**config.mk**
```make
export PLATFORM = sky130hd
export DESIGN_NAME = mmio_gpio_ctrl
export DESIGN_NICKNAME = d
export VERILOG_FILES = /design/src/rtl/mmio_gpio_pkg.sv /design/src/rtl/mmio_gpio_ctrl_decode.sv /design/src/rtl/mmio_gpio_datapath.sv /design/src/rtl/mmio_gpio_ctrl.sv
export SDC_FILE = /design/constraint.sdc
export NUM_CORES = 1
export LEC_CHECK = 0
export ABC_AREA = 1
export CORE_UTILIZATION = 50
export CTS_BUF_LIST = sky130_fd_sc_hd__clkbuf_2
export CTS_CLUSTER_SIZE = 30
export DETAILED_ROUTE_END_ITERATION = 10
export DONT_BUFFER_PORTS = 1
export PLACE_DENSITY_LB_ADDON = 0.1
export SKIP_CTS_REPAIR_TIMING = 1
export SYNTH_ARGS = -nofsm -noshare
export SYNTH_HDL_FRONTEND = slang
export SYNTH_SLANG_ARGS = --single-unit
export TNS_END_PERCENT = 1
```
**constraint.sdc**
```tcl
create_clock -name clk -period 3 [get_ports clk]
set_input_delay 0.6 -clock clk [delete_from_list [all_inputs] [get_ports clk]]
set_output_delay 0.6 -clock clk [all_outputs]
set_load 0.02 [all_outputs]
```
**src/rtl/mmio_gpio_pkg.sv**
```systemverilog
package mmio_gpio_pkg;

  localparam int ADDR_W = 3;

  typedef enum logic [ADDR_W-1:0] {
    ADDR_DATA   = 3'd0,
    ADDR_SET    = 3'd1,
    ADDR_CLR    = 3'd2,
    ADDR_DIROUT = 3'd3,
    ADDR_DIRIN  = 3'd4
  } regAddr_e;

  typedef struct packed {
    logic wrSet;     // OR write data into the output latch
    logic wrClr;     // clear written ones in the output latch
    logic loadOut;   // load the output latch outright
    logic wrDirOut;  // load the enables from the data
    logic wrDirIn;   // load the enables from the inverted data
  } ctrlStrobe_t;

endpackage

```
**src/rtl/mmio_gpio_ctrl_decode.sv**
```systemverilog
module mmio_gpio_ctrl_decode
  import mmio_gpio_pkg::*;
#(
  parameter bit HAS_CLEAR = 1'b1
) (
  input  logic              busWrEn,
  input  logic [ADDR_W-1:0] busAddr,
  output ctrlStrobe_t       strobe
);

  always_comb begin
    strobe = '0;
    if (busWrEn) begin
      case (busAddr)
        ADDR_SET: begin
          if (HAS_CLEAR) strobe.wrSet   = 1'b1;
          else           strobe.loadOut = 1'b1;
        end
        ADDR_CLR:    strobe.wrClr    = HAS_CLEAR;
        ADDR_DIROUT: strobe.wrDirOut = 1'b1;
        ADDR_DIRIN:  strobe.wrDirIn  = 1'b1;
        default:     strobe = '0;
      endcase
    end
  end

endmodule

```
**src/rtl/mmio_gpio_datapath.sv**
```systemverilog
module mmio_gpio_datapath
  import mmio_gpio_pkg::*;
#(
  parameter int REG_WIDTH    = 32,
  parameter bit MIRROR_ORDER = 1'b0,
  parameter bit HAS_CLEAR    = 1'b1
) (
  input  logic                 clk,
  input  logic                 rstN,
  input  ctrlStrobe_t          strobe,
  input  logic [ADDR_W-1:0]    rdAddr,
  input  logic [REG_WIDTH-1:0] wrData,
  output logic [REG_WIDTH-1:0] rdData,
  input  logic [REG_WIDTH-1:0] padIn,
  output logic [REG_WIDTH-1:0] padOut,
  output logic [REG_WIDTH-1:0] padOe
);

  localparam int LAST = REG_WIDTH - 1;

  logic [REG_WIDTH-1:0] wrLines;
  logic [REG_WIDTH-1:0] syncStage1, syncStage2;
  logic [REG_WIDTH-1:0] outLatch, oeLatch;
  logic [REG_WIDTH-1:0] dataBus, latchBus, oeBus;

  // The mapping between lines and register bits is chosen once, here.
  genvar gi;
  generate
    for (gi = 0; gi < REG_WIDTH; gi++) begin : g_map
      localparam int BIT = MIRROR_ORDER ? (LAST - gi) : gi;
      assign wrLines[gi]   = wrData[BIT];
      assign dataBus[BIT]  = syncStage2[gi];
      assign latchBus[BIT] = outLatch[gi];
      assign oeBus[BIT]    = oeLatch[gi];
    end
  endgenerate

  always_ff @(posedge clk or negedge rstN) begin
    if (!rstN) begin
      syncStage1 <= '0;
      syncStage2 <= '0;
    end else begin
      syncStage1 <= padIn;
      syncStage2 <= syncStage1;
    end
  end

  always_ff @(posedge clk or negedge rstN) begin
    if (!rstN) begin
      outLatch <= '0;
    end else if (strobe.loadOut) begin
      outLatch <= wrLines;
    end else if (strobe.wrSet) begin
      outLatch <= outLatch | wrLines;
    end else if (strobe.wrClr) begin
      outLatch <= outLatch & ~wrLines;
    end
  end

  // A single enable vector holds both direction registers.
  always_ff @(posedge clk or negedge rstN) begin
    if (!rstN) begin
      oeLatch <= '0;
    end else if (strobe.wrDirOut) begin
      oeLatch <= wrLines;
    end else if (strobe.wrDirIn) begin
      oeLatch <= ~wrLines;
    end
  end

  always_comb begin
    case (rdAddr)
      ADDR_DATA:   rdData = dataBus;
      ADDR_SET:    rdData = latchBus;
      ADDR_DIROUT: rdData = oeBus;
      ADDR_DIRIN:  rdData = ~oeBus;
      default:     rdData = '0;
    endcase
  end

  assign padOut = outLatch;
  assign padOe  = oeLatch;

endmodule

```
**src/rtl/mmio_gpio_ctrl.sv**
```systemverilog
module mmio_gpio_ctrl
  import mmio_gpio_pkg::*;
#(
  parameter int REG_WIDTH    = 32,
  parameter bit MIRROR_ORDER = 1'b0,
  parameter bit HAS_CLEAR    = 1'b1
) (
  input  logic                 clk,
  input  logic                 rstN,
  input  logic                 busWrEn,
  input  logic [ADDR_W-1:0]    busAddr,
  input  logic [REG_WIDTH-1:0] busWrData,
  output logic [REG_WIDTH-1:0] busRdData,
  input  logic [REG_WIDTH-1:0] padIn,
  output logic [REG_WIDTH-1:0] padOut,
  output logic [REG_WIDTH-1:0] padOe
);

  ctrlStrobe_t strobe;

  mmio_gpio_ctrl_decode #(
    .HAS_CLEAR(HAS_CLEAR)
  ) u_decode (
    .busWrEn(busWrEn),
    .busAddr(busAddr),
    .strobe (strobe)
  );

  mmio_gpio_datapath #(
    .REG_WIDTH   (REG_WIDTH),
    .MIRROR_ORDER(MIRROR_ORDER),
    .HAS_CLEAR   (HAS_CLEAR)
  ) u_datapath (
    .clk   (clk),
    .rstN  (rstN),
    .strobe(strobe),
    .rdAddr(busAddr),
    .wrData(busWrData),
    .rdData(busRdData),
    .padIn (padIn),
    .padOut(padOut),
    .padOe (padOe)
  );

endmodule

```
==> impl_results.md, run 1 <==
* Area growth syn-to-layout at 13.1%
* Yosys top cell by area: dfrtp_1
* Fmax at 422 MHz
* Post-synthesis average cell area at 8.31 µm²
* DR WL/cell at 16.1 µm
* Top cells by area, synth: dfrtp_1 59%, nand2_1 17%, o21ai_0 9.4%, inv_1 5.5%, nand3_1 4.3%
* Critical Path AT at around 1.8 ns
* Post-Syn Area at between 0.005 and 0.006 mm²
* Count of final setup violators at 0
* Slew of the pin with the lowest slew margin at 0.416 ns
* DP HPWL at a little over 8000 µm
* FF-to-FF Start: u_datapath.padOe[22]
* Reg2reg setup slack at roughly 2.1 ns
* Clk_skew at between 0.01 and 0.015 ns
* Dpl cells at approximately 770
* GRT overflow at 0
* Skew-Pair Late Insertion Delay at 0.64 ns
* Post-Syn Nets at about 720
* FF/Latch Area at ~0.0032 mm²
* Nets at 750
* Area occupied by multi-input gates at 0.00177 mm²
* Flops & latches, synth at roughly 130
* Die height at roughly 110 µm
* Syn Inst Count at about 650
* Clock sinks at 128
* Final Cycle Share at between 70 and 80%
* Gpl congestion at roughly 0.83
* Antenna-violating nets left at 0
* Clock transition at path regs at 0.19 ns
* Slew Limit Fails at 0
* Cell Area, Placed at between 0.005 and 0.006 mm²
* Number of port buffers at 0
* YS warnings at 0
* Hold/Removal Path Class: in -> async
* Residual DRC at 0
* Fin. Hold Viols at 128
* Global-route wire length before repair at between 20000 and 25000 µm
* Yosys cell types at 14
* CTS tree: done
* Initial antenna violation count at 0
* Max rail drop VDD at 0.331 mV
* WL final at about 13000 µm
* Failing checks: hold timing
* Reg2Reg Depth at 4
* Vias per cell at a little over 5
* PwrDens at 685 mW/mm²
* Count leader, synth: nand2_1
* Total CTS buffers at 17
* Antenna cells at 0
* CP Launch Type: register
* Largest net degree at the start of global routing at between 100 and 150
* Via count at between 4000 and 5000
* Top Ports at ~170
* Critical Path RT at around 2.4 ns
* Most frequent cells after synthesis: 242 x nand2_1, 128 x dfrtp_1, 101 x o21ai_0
* Core area at 0.0104 mm²
* Setup TNS at 0 ns
* Layout cells sized above 1 at approximately 6.5%
* Vias in the first global route at roughly 4000
* Maxcap violations at 0
* Clk buf depth at 2
* Outcome: finished, violations left
* Drt first pass iters at 6
* Non-Filler Instances at 829
* Tmin final at roughly 2.4 ns
* Std-Cell Rows at 37
* Number of fill cells at approximately 910
* Sequential area share after synthesis at 59.4%
* Most used flip-flop cell after synthesis: dfrtp_1
* GRT Resource Usage Total at about a quarter
* Worst setup EP type: output port
* Critical Path Fanout Max at 3
* Number of synthesized flops with an enable pin at 0
* Starting Density at about half
* Worst reg2reg endpoint: u_datapath.padOe[22]
* Die area at ~0.011 mm²
* 1st-iter DRT viols at roughly 260
* CTS root buf: clkbuf_2
* H-Tree Depth at 4
* RSZ-0062 raised after global routing: false
* LEAKAGE at 3.09 nW
* Hold_ws at -0.373 ns
* Async SR Flop Fraction at 100%
* Rel. slew slack at between 70 and 80%
* Die X at ~110 µm
* Top cell type's share of synthesized area at roughly three fifths
* Final instance area at roughly 0.0061 mm²
* Critical path type: reg -> out
==> routing by layer <==
layer | GRT usage [%] | vias up | wire, µm
met3 | 9.77 | 12 | 1290
met2 | 40.7 | 169 | 6510
met5 | 0 | - | 0
li1 | - | 2082 | -
met1 | 29.8 | 2044 | 5430
met4 | 8.33 | 0 | 147
==> through the flow <==
stage | util, % | setup slack, ns | hold slack, ns | power (mW)
2_1_floorplan | - | 0.906 | 0.304 | 2.90
4_1_cts | 55.7 | 0.492 | -0.464 | 4.18
3_3_place_gp | 53.3 | 0.849 | 0.308 | 3.06
6_report | 58.8 | 0.629 | -0.373 | 4.18
5_1_grt | 58.8 | 0.476 | -0.479 | 4.41
3_5_place_dp | 53.3 | 0.866 | 0.307 | 3.09
==> cell type report <==
class	count	area share [%]
clock buffers	21	1.72
clock inverters	11	2.30
inverters	79	4.86
multi-input cells	411	29.0
flip-flops and latches	128	52.5
well taps	136	2.79
repair buffers	43	6.81
==> cell usage in the layout, fill, tap and decap left out <==
cell | Yosys | final
dlygate4sd3_1 | 0 | 32
nor3_2 | 0 | 1
buf_12 | 0 | 1
clkbuf_2 | 0 | 21
dfrtp_1 | 128 | 128
clkinv_2 | 0 | 2
nand2_2 | 0 | 1
nand2_1 | 242 | 241
nor2_4 | 1 | 1
o21ai_1 | 15 | 15
nand4_1 | 1 | 1
bufinv_16 | 0 | 3
nand3_1 | 46 | 46
o21ai_0 | 101 | 101
clkinvlp_4 | 0 | 2
buf_4 | 0 | 10
inv_1 | 79 | 79
nor2_2 | 1 | 1
nor2_1 | 3 | 3
clkinv_1 | 0 | 2
clkinv_4 | 0 | 2
==> worst max-delay path, stage by stage (launching register included) <==
cell     delay [ns]
dfrtp_1        0.51
inv_1          0.11
o21ai_0        0.26
nand3_1        0.25
==> logic make-up after synthesis <==
group / after synthesis / synth area share (%)
and+or+nand+nor: 295 / 21.9
AOI/OAI and AO/OA: 116 / 10.8
DFF: 128 / 59.4
buffers and inverters: 110 / 7.94
==> how the worst max path moves through the flow <==
stage | start | slack (ns) | endpoint | depth (start not counted)
floorplan | busAddr[2] | 0.91 | busRdData[0] | 4
global placement | busAddr[1] | 0.85 | busRdData[1] | 6
detailed placement | busAddr[1] | 0.87 | busRdData[1] | 6
CTS | u_datapath.padOe[1] | 0.49 | busRdData[1] | 3
global route | u_datapath.padOe[14] | 0.48 | busRdData[14] | 3
finish | u_datapath.padOe[1] | 0.63 | busRdData[1] | 3
==> power breakdown <==
part / total (mW) / switching (mW) / internal, mW
Combinational: 0.694 / 0.473 / 0.221
Clock: 1.10 / 0.624 / 0.472
Sequential: 2.39 / 0.433 / 1.95
Total: 4.18 / 1.53 / 2.64
No activity file was read; power rests on OpenSTA's default activity.
==> run 2: changes to the inputs <==
==> constraint.sdc (replaced) <==
create_clock -name clk -period 2.1 [get_ports clk]
set_input_delay 0.42 -clock clk [delete_from_list [all_inputs] [get_ports clk]]
set_output_delay 0.42 -clock clk [all_outputs]
set_load 0.02 [all_outputs]
==> impl_results.md, run 2 (same netlist as run 1, synthesis figures left out) <==
* DP HPWL at about 8500 µm
* Core area at approximately 0.010 mm²
* Final instance area at just under 0.007 mm²
* Clk buf depth at 2
* Post-place setup slack at roughly 0.28 ns
* H-Tree Depth at 4
* LEAKAGE at ~3.3 nW
* Die X at around 110 µm
* Hold/Removal Path Class: in -> async
* Area growth syn-to-layout at 25.0%
* RSZ-0062 raised after global routing: true
* Clk_skew at 0.00966 ns
* Vias per cell at about 5.3
* Worst setup EP type: output port
* GRT Resource Usage Total at 25.0%
* WL final at approximately 14000 µm
* Slew of the pin with the lowest slew margin at ~0.42 ns
* Top Ports at approximately 170
* FF/Latch Area at around 0.0032 mm²
* Layout cells sized above 1 at between 20% and 30%
* Global-route wire length before repair at approximately 21000 µm
* Most common cell after layout, fill and taps aside: nand2_1
* Number of port buffers at 0
* Rel. slew slack at approximately 70%
* Antenna cells at 0
* Total CTS buffers at 17
* Residual DRC at 0
* Starting Density at about half
* Hold_ws at -0.553 ns
* CP Launch Type: register
* Critical Path AT at ~1.6 ns
* Clock sinks at ~130
* Die height at approximately 110 µm
* CTS tree: done
* DR WL/cell at approximately 16 µm
* Tmin final at between 2 and 2.5 ns
* Drt first pass iters at 6
* Failing checks: hold timing
* Largest net degree at the start of global routing at around 130
* GRT overflow at 0
* Critical path type: reg -> out
* Die area at ~0.011 mm²
* Initial antenna violation count at 0
* Vias in the first global route at approximately 4100
* Slew Limit Fails at 0
* Std-Cell Rows at 37
* Cell Area, Placed at roughly 0.0056 mm²
* Critical Path Fanout Max at 3
* Nets at 788
* Final worst setup slack at a little under 0.1 ns
* Final Cycle Share at a little over nine tenths
* PwrDens at between 900 and 1000 mW/mm²
* Fin. Hold Viols at 128
* Area occupied by multi-input gates at approximately 0.0020 mm²
* Gpl congestion at between 0.7 and 0.8
* Antenna-violating nets left at 0
* CTS root buf: clkbuf_2
* Number of fill cells at approximately 840
* Commonest cells after routing, fill and taps aside: 241 x nand2_1, 96 x dfrtp_1, 88 x o21ai_0, 64 x dlygate4sd3_1, 56 x inv_1
* Via count at roughly 4600
* Max rail drop VDD at 0.632 mV
* Outcome: finished, violations left
* Clock transition at path regs at between 0.15 and 0.2 ns
* Count of final setup violators at 0
* PnR Total Power at 6.13 mW
* Fmax at between 400 and 500 MHz
* Critical Path RT at ~1.7 ns
* 1st-iter DRT viols at ~320
* Skew-Pair Late Insertion Delay at 0.64 ns
* Maxcap violations at 0
run 2: cell count changes in the layout (fill, tap and decap cells not counted), moves of 13 or more:
cell / delta
nand3_1: -32
inv_2: +23
o21ai_0: -13
dfrtp_1: -32
inv_1: -23
o21ai_2: +19
dfrtp_2: +32
nand3_2: +28
dlygate4sd3_1: +32
run 2: final cells by class:
cell class | instances | share of cell area, %
Clock buffer | 17 | 1.26
Timing Repair Buffer | 81 | 11.4
Inverter | 79 | 4.40
Sequential cell | 128 | 48.1
Clock inverter | 15 | 2.17
Tap cell | 136 | 2.53
Multi-Input combinational cell | 411 | 30.1
run 2: final timing paths:
path                                          start                         end  slack (ns)  cells after the start
max                            u_datapath.padOe[19]               busRdData[19]         0.1                      4
max reg2reg                     u_datapath.padOe[9]         u_datapath.padOe[9]        1.21                      4
min in group clk                         busAddr[2]        u_datapath.padOe[23]        0.13                      6
min                                            rstN  asynchronous set/reset pin       -0.55                      0
max in group asynchronous                      rstN        u_datapath.padOe[12]        2.42                      0
min reg2reg                u_datapath.syncStage1[1]       u_datapath.dataBus[1]        0.36                      0
run 2: layer usage:
layer / global-route usage [%] / vias up / part of all wire (%)
li1: - / 2172 / -
met1: 30.0 / 2218 / 39
met2: 41.1 / 195 / 51
met3: 9.89 / 22 / 9.1
met4: 8.23 / 0 / 1.3
met5: 0 / - / 0
run 2: worst max-delay path, cell delays in order, from the launching register on:
cell,delay (ns)
dfrtp_2,0.50
inv_1,0.11
nand2_1,0.06
o21ai_1,0.11
nand3_2,0.16
run 2: stage by stage:
stage | hold slack (ns) | utilization, % | setup TNS [ns] | cells
floorplan | 0.124 | - | 0 | 649
global placement | 0.128 | 53.7 | 0 | 771
detailed placement | 0.128 | 53.7 | 0 | 771
CTS | -0.641 | 55.9 | -1.26 | 803
global route | -0.674 | 65.0 | -0.547 | 867
finish | -0.553 | 65.0 | 0 | 867
run 2: power breakdown:
part | leakage [nW] | switching (mW) | internal (mW)
logic | 1.74 | 0.801 | 0.447
registers | 1.47 | 0.635 | 2.82
clock network | 0.127 | 0.900 | 0.531
==> run 3: changes to the inputs <==
--- a/config.mk
+++ b/config.mk
@@ -6,7 +6,8 @@
 export NUM_CORES = 1
 export LEC_CHECK = 0
 export ABC_AREA = 1
-export CORE_UTILIZATION = 50
+export CORE_MARGIN = 2
+export CORE_UTILIZATION = 52
 export CTS_BUF_LIST = sky130_fd_sc_hd__clkbuf_2
 export CTS_CLUSTER_SIZE = 30
 export DETAILED_ROUTE_END_ITERATION = 10
==> impl_results.md, run 3 (same netlist as run 1, synthesis figures left out) <==
* Outcome: finished, violations left
* Failing checks: hold timing
* Initial antenna violation count at 0
* PwrDens at a little over 900 mW/mm²
* Commonest cells after routing, fill and taps aside: 241 x nand2_1, 96 x dfrtp_1, 85 x o21ai_0, 64 x dlygate4sd3_1, 60 x inv_1
* CTS tree: done
* Skew-Pair Late Insertion Delay at between 0.6 and 0.7 ns
* Peak per-stage delay on the critical path at 0.50 ns
* LEAKAGE at around 3.4 nW
* Critical Path AT at around 1.6 ns
* PnR Total Power at around 6.3 mW
* Non-Filler Instances at ~860
* Cells along the critical path: inv_1 -> nand2_1 -> o21ai_1 -> nand3_2
* Via count at between 4000 and 5000
* Fmax at ~500 MHz
* Internal power at about 4.0 mW
* CTS root buf: clkbuf_2
* Core area at 0.0102 mm²
* Hold/Removal Path Class: in -> async
* Global-route wire length before repair at 21200 µm
* Antenna cells at 0
* Top delay family on crit path: flip-flops
* GRT overflow at 0
* Fin. Hold Viols at around 130
* Worst setup EP type: output port
* Top Ports at between 150 and 200
* Critical Path Fanout Max at 3
* Max rail drop VDD at 0.550 mV
* H-Tree Depth at 4
* Clk_skew at around 0.014 ns
* Vias in the first global route at slightly above 4000
* Final Util at ~66%
* Clk buf depth at 2
* CP bufs+invs at 1
* Vias per cell at roughly 5.3
* Residual DRC at 0
* Std-Cell Rows at 37
* CP Launch Type: register
* Clock power share at 25.3%
* Number of fill cells at between 800 and 900
* GRT Resource Usage Total at 25.0%
* Sw Ratio at between 30% and 40%
* Rel. slew slack at a little over two thirds
* Clock sinks at roughly 130
* Slowest cell on the critical path: dfrtp_2
* Critical Path RT at 1.68 ns
* Slew Limit Fails at 0
* Clock transition at path regs at around 0.18 ns
* Sequential fraction of design power at between 50% and 60%
* Area growth syn-to-layout at 25.5%
* Die area at ~0.011 mm²
* Total CTS buffers at 17
* Count of final setup violators at 0
* Drt first pass iters at 4
* Logic pwr share at between 10% and 20%
* WL final at roughly 14000 µm
* Slew of the pin with the lowest slew margin at ~0.44 ns
* Gpl congestion at just under 0.8
* Number of port buffers at 0
* Psw at between 2 and 2.5 mW
* Maxcap violations at 0
* 1st-iter DRT viols at between 200 and 300
* Tmin final at around 2.0 ns
* Final Cycle Share at between 90% and 100%
* Hold_ws at -0.576 ns
* Starting Density at between 50 and 60%
* Die height at about 110 µm
* Nets at around 790
* Dpl cells at roughly 770
* DP HPWL at 8350 µm
* Antenna-violating nets left at 0
* Die X at 106 µm
* Layout cells sized above 1 at approximately 20%
* Largest net degree at the start of global routing at roughly 130
* Most common cell after layout, fill and taps aside: nand2_1
* Critical path type: reg -> out
* Reg2reg setup slack at around 1.1 ns
* RSZ-0062 raised after global routing: true
* DR WL/cell at between 15 and 20 µm
## run 3: power groups by stage
stage,logic (mW),registers [mW],clock network [mW]
6_report,1.25,3.45,1.60
3_3_place_gp,0.932,3.44,0
4_1_cts,0.970,3.41,1.64
3_5_place_dp,0.967,3.45,0
5_1_grt,1.40,3.48,1.75
2_1_floorplan,0.800,3.35,0
## run 3: worst paths after layout
path                                               start                         end  cells past startpoint
worst max register to register      u_datapath.padOe[25]        u_datapath.padOe[25]                      5
worst min-delay path                                rstN  asynchronous set/reset pin                      0
worst min register to register  u_datapath.syncStage1[1]       u_datapath.dataBus[1]                      0
min in group clk                           busWrData[20]        u_datapath.padOe[20]                      5
worst max-delay path                u_datapath.padOe[30]               busRdData[30]                      4
max in group asynchronous                           rstN        u_datapath.padOe[13]                      0
## run 3: final cells by class
| type | instances | area, µm² | area share, % |
|---|---|---|---|
| Clock inverter | 9 | 143 | 2.11 |
| Inverter | 79 | 297 | 4.38 |
| Timing Repair Buffer | 79 | 803 | 11.9 |
| Sequential cell | 128 | 3240 | 47.9 |
| Clock buffer | 20 | 100 | 1.48 |
| Tap cell | 136 | 170 | 2.52 |
| Multi-Input combinational cell | 411 | 2010 | 29.7 |
## run 3: per-stage QoR
stage,TNS [ns],area [µm²],worst slack (ns)
after floorplan,0,5390,0.366
after global placement,0,5580,0.438
after detailed placement,0,5580,0.409
after CTS,-1.58,5820,-0.156
after global routing,-0.751,6770,-0.0513
final,0,6770,0.0796
## run 3: metal layers
metal	vias up	share of wire (%)	global-route usage, %
li1	2161	-	-
met2	174	51	41.2
met5	-	0	0
met1	2200	39	29.4
met4	0	2.1	10.1
met3	26	7.6	10.1
